===== config.mk =====
export PLATFORM = sky130hd
export DESIGN_NAME = vrom_window
export DESIGN_NICKNAME = d
export VERILOG_FILES = /design/src/rtl/vrom_pkg.sv /design/src/rtl/vrom_xlate.sv /design/src/rtl/vrom_trap_ctl.sv /design/src/rtl/vrom_window.sv
export SDC_FILE = /design/constraint.sdc
export NUM_CORES = 1
export LEC_CHECK = 0
export ABC_AREA = 0
export BUFFER_PORTS_ARGS = -buffer_cell sky130_fd_sc_hd__buf_2
export CAP_MARGIN = 20
export CELL_PAD_IN_SITES_DETAIL_PLACEMENT = 0
export CELL_PAD_IN_SITES_GLOBAL_PLACEMENT = 1
export CORE_UTILIZATION = 27
export DETAILED_ROUTE_END_ITERATION = 7
export PLACE_DENSITY_LB_ADDON = 0.1
export RECOVER_POWER = 25
export SYNTH_ARGS = -nofsm -noshare
export SYNTH_HDL_FRONTEND = slang
export SYNTH_SLANG_ARGS = --single-unit

===== constraint.sdc =====
create_clock -name clk -period 3.9 [get_ports clk]
set_input_delay 0.585 -clock clk [delete_from_list [all_inputs] [get_ports clk]]
set_output_delay 0.585 -clock clk [all_outputs]
set_load 0.005 [all_outputs]

===== src/rtl/vrom_pkg.sv =====
// Shared types for the virtual ROM window translator.
// Assumes: nothing beyond IEEE 1800-2017.
package vrom_pkg;
    // Which request port caused the recorded fault.
    typedef enum logic {
        SRC_DATA  = 1'b0,
        SRC_FETCH = 1'b1
    } fault_src_e;
endpackage


===== src/rtl/vrom_xlate.sv =====
// Per-port address translator. Decides whether an address lies in the
// virtual window, whether its page is resident, and forms the cache address.
// Assumes: PAGE_BYTES is a power of two, WIN_BYTES a multiple of it, and
// the cache region holds one page aligned to PAGE_BYTES.
module vrom_xlate #(
    parameter int unsigned       ADDR_W     = 24,
    parameter logic [ADDR_W-1:0] WIN_BASE   = 24'h010000,
    parameter int unsigned       WIN_BYTES  = 32'h8000,
    parameter int unsigned       PAGE_BYTES = 32'h2000,
    parameter logic [ADDR_W-1:0] CACHE_BASE = 24'h002000,
    localparam int unsigned      NPAGES     = WIN_BYTES / PAGE_BYTES,
    localparam int unsigned      TAG_W      = (NPAGES > 1) ? $clog2(NPAGES) : 1
) (
    input  logic              clk,
    input  logic              rst_n,
    input  logic              req,
    input  logic              we,
    input  logic [ADDR_W-1:0] addr,
    input  logic [TAG_W-1:0]  cur_tag,
    input  logic              cur_valid,
    output logic              mem_req,
    output logic [ADDR_W-1:0] mem_addr,
    output logic              miss
);
    localparam int unsigned    PAGE_SH = $clog2(PAGE_BYTES);
    localparam logic [ADDR_W:0] WIN_END = {1'b0, WIN_BASE} + (ADDR_W+1)'(WIN_BYTES);
    localparam logic [ADDR_W:0] CACHE_END = {1'b0, CACHE_BASE} + (ADDR_W+1)'(PAGE_BYTES);

    logic             in_win;
    logic [TAG_W-1:0] page_idx;
    logic             hit;

    // Window decode and page index of the incoming address.
    always_comb begin
        in_win   = ({1'b0, addr} >= {1'b0, WIN_BASE}) && ({1'b0, addr} < WIN_END);
        page_idx = TAG_W'((addr - WIN_BASE) >> PAGE_SH);
        hit      = cur_valid && (cur_tag == page_idx);
    end

    // Forwarding decision and physical address selection.
    always_comb begin
        miss     = req && !we && in_win && !hit;
        mem_req  = req && !miss;
        mem_addr = addr;
        if (in_win && !we) begin
            mem_addr = CACHE_BASE + ADDR_W'(addr[PAGE_SH-1:0]);
        end
    end


    miss_blocks_chk: assert property (@(posedge clk) disable iff (!rst_n)
        (req && !we && !cur_valid && in_win) |-> !mem_req);


    xlate_range_chk: assert property (@(posedge clk) disable iff (!rst_n)
        (mem_req && in_win && !we) |->
            (({1'b0, mem_addr} >= {1'b0, CACHE_BASE}) && ({1'b0, mem_addr} < CACHE_END)));


    write_pass_chk: assert property (@(posedge clk) disable iff (!rst_n)
        (req && we) |-> (mem_req && mem_addr == addr));
endmodule


===== src/rtl/vrom_trap_ctl.sv =====
// Residency and fault state: stored page number, valid flag, pending
// exception, recorded fault address and source.
// Assumes: at most one control write per cycle; a data miss and a control
// write never coincide, since both use the data port.
module vrom_trap_ctl
    import vrom_pkg::*;
#(
    parameter int unsigned ADDR_W = 24,
    parameter int unsigned DATA_W = 32,
    parameter int unsigned TAG_W  = 2
) (
    input  logic              clk,
    input  logic              rst_n,
    input  logic              ctrl_wr,
    input  logic [DATA_W-1:0] wdata,
    input  logic              d_miss,
    input  logic [ADDR_W-1:0] d_addr,
    input  logic              i_miss,
    input  logic [ADDR_W-1:0] i_addr,
    output logic [TAG_W-1:0]  tag,
    output logic              valid,
    output logic              trap,
    output logic [ADDR_W-1:0] fault_addr,
    output fault_src_e        fault_src
);
    logic [TAG_W-1:0]  tag_q;
    logic              valid_q;
    logic              trap_q;
    logic [ADDR_W-1:0] fault_addr_q;
    fault_src_e        fault_src_q;
    logic              accept;

    // A control write is accepted only with all reserved bits clear.
    always_comb begin
        accept = ctrl_wr && (wdata[DATA_W-2:TAG_W] == '0);
    end

    // State update: acknowledge first, then data miss, then fetch miss.
    always_ff @(posedge clk) begin
        if (!rst_n) begin
            tag_q        <= '0;
            valid_q      <= 1'b0;
            trap_q       <= 1'b0;
            fault_addr_q <= '0;
            fault_src_q  <= SRC_DATA;
        end else if (accept) begin
            tag_q   <= wdata[TAG_W-1:0];
            valid_q <= wdata[DATA_W-1];
            trap_q  <= 1'b0;
        end else if (!trap_q && d_miss) begin
            trap_q       <= 1'b1;
            fault_addr_q <= d_addr;
            fault_src_q  <= SRC_DATA;
        end else if (!trap_q && i_miss) begin
            trap_q       <= 1'b1;
            fault_addr_q <= i_addr;
            fault_src_q  <= SRC_FETCH;
        end
    end

    assign tag        = tag_q;
    assign valid      = valid_q;
    assign trap       = trap_q;
    assign fault_addr = fault_addr_q;
    assign fault_src  = fault_src_q;


    reset_invalid_chk: assert property (@(posedge clk)
        !rst_n |=> (!valid_q && !trap_q));


    miss_raises_chk: assert property (@(posedge clk) disable iff (!rst_n)
        (!trap_q && (d_miss || i_miss) && !accept) |=> trap_q);


    fault_hold_chk: assert property (@(posedge clk) disable iff (!rst_n)
        (trap_q && !accept) |=> (trap_q && $stable(fault_addr_q) && $stable(fault_src_q)));


    ack_clears_chk: assert property (@(posedge clk) disable iff (!rst_n)
        accept |=> !trap_q);


    data_first_chk: assert property (@(posedge clk) disable iff (!rst_n)
        (!trap_q && d_miss && i_miss) |=> (fault_addr_q == $past(d_addr) && fault_src_q == SRC_DATA));


    reserved_ignored_chk: assert property (@(posedge clk) disable iff (!rst_n)
        (ctrl_wr && !accept && trap_q) |=> (trap_q && $stable(tag_q) && $stable(valid_q)));
endmodule


===== src/rtl/vrom_window.sv =====
// Top of the virtual ROM window translator. Decodes the control write on the
// data port and runs one translator per request port against the shared
// residency state.
// Assumes: CTRL_ADDR lies outside the window; the CPU retries a blocked
// request after its exception handler returns.
module vrom_window
    import vrom_pkg::*;
#(
    parameter int unsigned       ADDR_W     = 24,
    parameter int unsigned       DATA_W     = 32,
    parameter logic [ADDR_W-1:0] WIN_BASE   = 24'h010000,
    parameter int unsigned       WIN_BYTES  = 32'h8000,
    parameter int unsigned       PAGE_BYTES = 32'h2000,
    parameter logic [ADDR_W-1:0] CACHE_BASE = 24'h002000,
    parameter logic [ADDR_W-1:0] CTRL_ADDR  = 24'h00FFF0
) (
    input  logic              clk,
    input  logic              rst_n,
    input  logic              if_req,
    input  logic [ADDR_W-1:0] if_addr,
    output logic              if_mem_req,
    output logic [ADDR_W-1:0] if_mem_addr,
    input  logic              d_req,
    input  logic              d_we,
    input  logic [ADDR_W-1:0] d_addr,
    input  logic [DATA_W-1:0] d_wdata,
    output logic              d_mem_req,
    output logic [ADDR_W-1:0] d_mem_addr,
    output logic              trap,
    output logic [ADDR_W-1:0] fault_addr,
    output logic              fault_fetch
);
    localparam int unsigned NPAGES = WIN_BYTES / PAGE_BYTES;
    localparam int unsigned TAG_W  = (NPAGES > 1) ? $clog2(NPAGES) : 1;

    logic             ctrl_wr;
    logic             d_port_req;
    logic [TAG_W-1:0] cur_tag;
    logic             cur_valid;
    logic             d_miss;
    logic             i_miss;
    fault_src_e       src;

    // Control write decode; such a write is taken away from memory.
    always_comb begin
        ctrl_wr    = d_req && d_we && (d_addr == CTRL_ADDR);
        d_port_req = d_req && !ctrl_wr;
    end

    vrom_xlate #(
        .ADDR_W(ADDR_W), .WIN_BASE(WIN_BASE), .WIN_BYTES(WIN_BYTES),
        .PAGE_BYTES(PAGE_BYTES), .CACHE_BASE(CACHE_BASE)
    ) u_fetch_xlate (
        .clk(clk), .rst_n(rst_n),
        .req(if_req), .we(1'b0), .addr(if_addr),
        .cur_tag(cur_tag), .cur_valid(cur_valid),
        .mem_req(if_mem_req), .mem_addr(if_mem_addr), .miss(i_miss)
    );

    vrom_xlate #(
        .ADDR_W(ADDR_W), .WIN_BASE(WIN_BASE), .WIN_BYTES(WIN_BYTES),
        .PAGE_BYTES(PAGE_BYTES), .CACHE_BASE(CACHE_BASE)
    ) u_data_xlate (
        .clk(clk), .rst_n(rst_n),
        .req(d_port_req), .we(d_we), .addr(d_addr),
        .cur_tag(cur_tag), .cur_valid(cur_valid),
        .mem_req(d_mem_req), .mem_addr(d_mem_addr), .miss(d_miss)
    );

    vrom_trap_ctl #(
        .ADDR_W(ADDR_W), .DATA_W(DATA_W), .TAG_W(TAG_W)
    ) u_trap_ctl (
        .clk(clk), .rst_n(rst_n),
        .ctrl_wr(ctrl_wr), .wdata(d_wdata),
        .d_miss(d_miss), .d_addr(d_addr),
        .i_miss(i_miss), .i_addr(if_addr),
        .tag(cur_tag), .valid(cur_valid),
        .trap(trap), .fault_addr(fault_addr), .fault_src(src)
    );

    assign fault_fetch = (src == SRC_FETCH);


    ctrl_not_forwarded_chk: assert property (@(posedge clk) disable iff (!rst_n)
        ctrl_wr |-> !d_mem_req);


    outside_pass_chk: assert property (@(posedge clk) disable iff (!rst_n)
        (if_req && ({1'b0, if_addr} < {1'b0, WIN_BASE})) |-> (if_mem_req && if_mem_addr == if_addr));
endmodule


==> impl_metrics.tcl <==
set metrics [dict create \
    post-route-util_pct 38.6 \
    worstSetupStartpointType "input pin" \
    area_growth_pct 35.7 \
    diodes 0 \
    yosys.area.top_type "dfxtp_1" \
    grt_max_degree 42 \
    die_w_um 87.2 \
    finalSetupViolCount 0 \
    start_util_pct 28.4 \
    drt_iter0_markers 48 \
    async_flop_share_pct 0 \
    synth_area_leaders "dfxtp_1, buf_4, mux2i_1" \
    drc 0 \
    worstMarginPinSlew_ns 0.741 \
    track_usage_pct 16.8 \
    ant_nets 0 \
    crit_start "d_addr[20]" \
    grt_pass1_vias 2048 \
    synth.cell_area_sq_mm 0.00196 \
    relSlewSlack_pct 50.5 \
    peakVddDrop_uv 107 \
    io_buffer_count 160 \
    r2r_end "u_trap_ctl.fault_addr[12]" \
    fmax_mhz 353 \
    avgRoutedWirePerCell_um 13.4 \
    yosys-top-cells-count "dfxtp_1, buf_4, clkbuf_1" \
    ys.flop_type "dfxtp_1" \
    status "complete, no violations" \
    synth_nets 343 \
    drive_gt1_share_pct 42.8 \
    holdPathStages 2 \
    power_leakage_nw 1.37 \
    cts_resized 0 \
    die_area_sq_mm 0.00761 \
    p_per_area_mw_per_mm2 261 \
    dieHeight_um 87.2 \
    antenna_found_initial 0 \
    yosysUniqueCellTypes 36 \
    viasPerCell 4.56 \
    hpwl_mm 4.90 \
    cts_made_buffers 5 \
    skew_ns 0.00642 \
    critPathKind "input pin to output pin" \
    hold_viol_final 0 \
    synth_edf_count 0 \
    hold_class "flip-flop to flip-flop" \
    synth_top_area_share_pct 29.6 \
    place_congestion 0.784 \
    first_pass_iters 4 \
    nets 458 \
    num_rows 30 \
    synth.avg_cell_area_sq_um 7.60 \
    rrSetupSlack_ns 1.88 \
    cts_setup_buffers 0 \
    period_share_pct 72.7 \
    ys_seq_area_share_pct 29.6 \
    vias 2144 \
    clk_latency_ns 0.27 \
    maxCapViolCount 0 \
    worst_slack_ns 1.06 \
    pre_cts_ws_ns 1.12 \
    total_power_mw 0.696 \
    rr_worst_depth 5 \
    routed_wl_mm 6.31 \
    synthCells 258 \
    fin_crit_ns 2.84 \
    setup_tns_ns 0 \
    stdcell_count 470 \
    fill_cells 801 \
    arrival_ns 2.25 \
    dp.cells 462 \
    synth_most_common_cell "dfxtp_1" \
    grt_pass1_wl_mm 9.79 \
    clk_pin_slew_ns 0.07 \
    endpoint_kind "output pin" \
    cp.required_ns 3.31 \
    cts_max_level 2 \
    worstPathMaxFanout 5 \
    ios 161 \
    cts_tree "done" \
    drv_slew 0 \
    cts_max_path_buffers 2 \
    yosysWarnings 0 \
    cp-endpoint "d_mem_req" \
    cts-root-buf "clkbuf_8" \
    r2r-start "u_trap_ctl.tag[0]" \
    rsz0062_at_grt "false" \
    coreArea_sq_mm 0.00691 \
    hold_buffers 0 \
    grt-ovfl-total 0 \
    ys_seq_elements 29 \
    clock-sinks 29 \
]
-- sequential cells by signal, summed over array words and instances (netlist names) --
signal,count
u_trap_ctl.fault_src,1
u_trap_ctl.tag,2
u_trap_ctl.fault_addr,24
u_trap_ctl.trap,1
u_trap_ctl.valid,1
-- layer usage --
| layer | part of all wire (%) | global-route usage, % | vias up |
|---|---|---|---|
| met3 | 7.3 | 5.12 | 4 |
| met2 | 49 | 29.7 | 87 |
| met5 | 0 | 0 | - |
| met1 | 43 | 19.9 | 962 |
| li1 | - | - | 1091 |
| met4 | 0.78 | 3.58 | 0 |
-- worst max-delay path: stages --
cell	delay [ns]
buf_2	0.11
nor4_2	0.39
nand2_1	0.20
or4_1	0.64
nand2_1	0.11
a21oi_1	0.05
buf_2	0.18
-- cell families (layout without fill, tap and decap cells) --
| family | count (synthesis) | after routing | synth area share [%] |
|---|---|---|---|
| AND/OR/NAND/NOR | 92 | 92 | 26.9 |
| buffers and inverters | 73 | 189 | 19.9 |
| AO/OA/AOI/OAI | 45 | 45 | 14.2 |
| flip-flops | 29 | 29 | 29.6 |
| multiplexers | 15 | 15 | 7.65 |
| XOR/XNOR | 4 | 4 | 1.79 |
-- where the power goes --
part | internal, mW | total, mW | switching (mW)
Clock | 0.159 | 0.274 | 0.115
Combinational | 0.0630 | 0.125 | 0.0620
Sequential | 0.296 | 0.296 | 0.000106
-- area by class of cell --
| class | instances | area [sq um] | area share, % |
|---|---|---|---|
| tap | 96 | 120 | 4.51 |
| inverter | 20 | 75.1 | 2.82 |
| sequential | 29 | 581 | 21.8 |
| timing repair buffer | 161 | 790 | 29.7 |
| clock buffer | 7 | 96.3 | 3.62 |
| multi-input combinational | 156 | 996 | 37.4 |
| clock inverter | 1 | 5.00 | 0.188 |
-- stage by stage --
stage | area, sq um | hold slack [ns]
2_1_floorplan | 1960 | 0.441
3_3_place_gp | 2580 | 0.433
3_5_place_dp | 2580 | 0.442
4_1_cts | 2680 | 0.452
5_1_grt | 2660 | 0.478
6_report | 2660 | 0.455
-- layout by cell type, fill, tap and decap left out --
master	count
buf_2	145
dfxtp_1	29
nand2_1	21
inv_1	20
o21ai_0	20
nor3_1	18
a21boi_0	15
mux2i_1	15
clkbuf_1	14
and3_1	9
nand3_1	7
nor4_1	7
clkbuf_8	7
nand4_1	6
a21oi_1	6
nor2_1	3
and2_1	3
nand4b_1	3
or4_1	3
nor2b_1	2
nor4b_1	2
xor2_1	2
xnor2_1	2
nor4_2	1
nor3b_1	1
or2_2	1
nand2b_1	1
or3_1	1
or2_0	1
or4_4	1
nor4_4	1
a221o_2	1
o311a_1	1
o31ai_2	1
a31oi_1	1
clkinv_2	1
buf_1	1
buf_4	1
-- worst min path at each step --
stage                         startpoint                   endpoint  slack, ns
6_report            u_trap_ctl.fault_src       u_trap_ctl.fault_src       0.45
4_1_cts             u_trap_ctl.fault_src       u_trap_ctl.fault_src       0.45
2_1_floorplan       u_trap_ctl.fault_src       u_trap_ctl.fault_src       0.44
5_1_grt         u_trap_ctl.fault_addr[3]   u_trap_ctl.fault_addr[3]       0.48
3_5_place_dp        u_trap_ctl.fault_src       u_trap_ctl.fault_src       0.44
3_3_place_gp   u_trap_ctl.fault_addr[16]  u_trap_ctl.fault_addr[16]       0.43
Note: power is estimated with default switching activity, not from simulation.
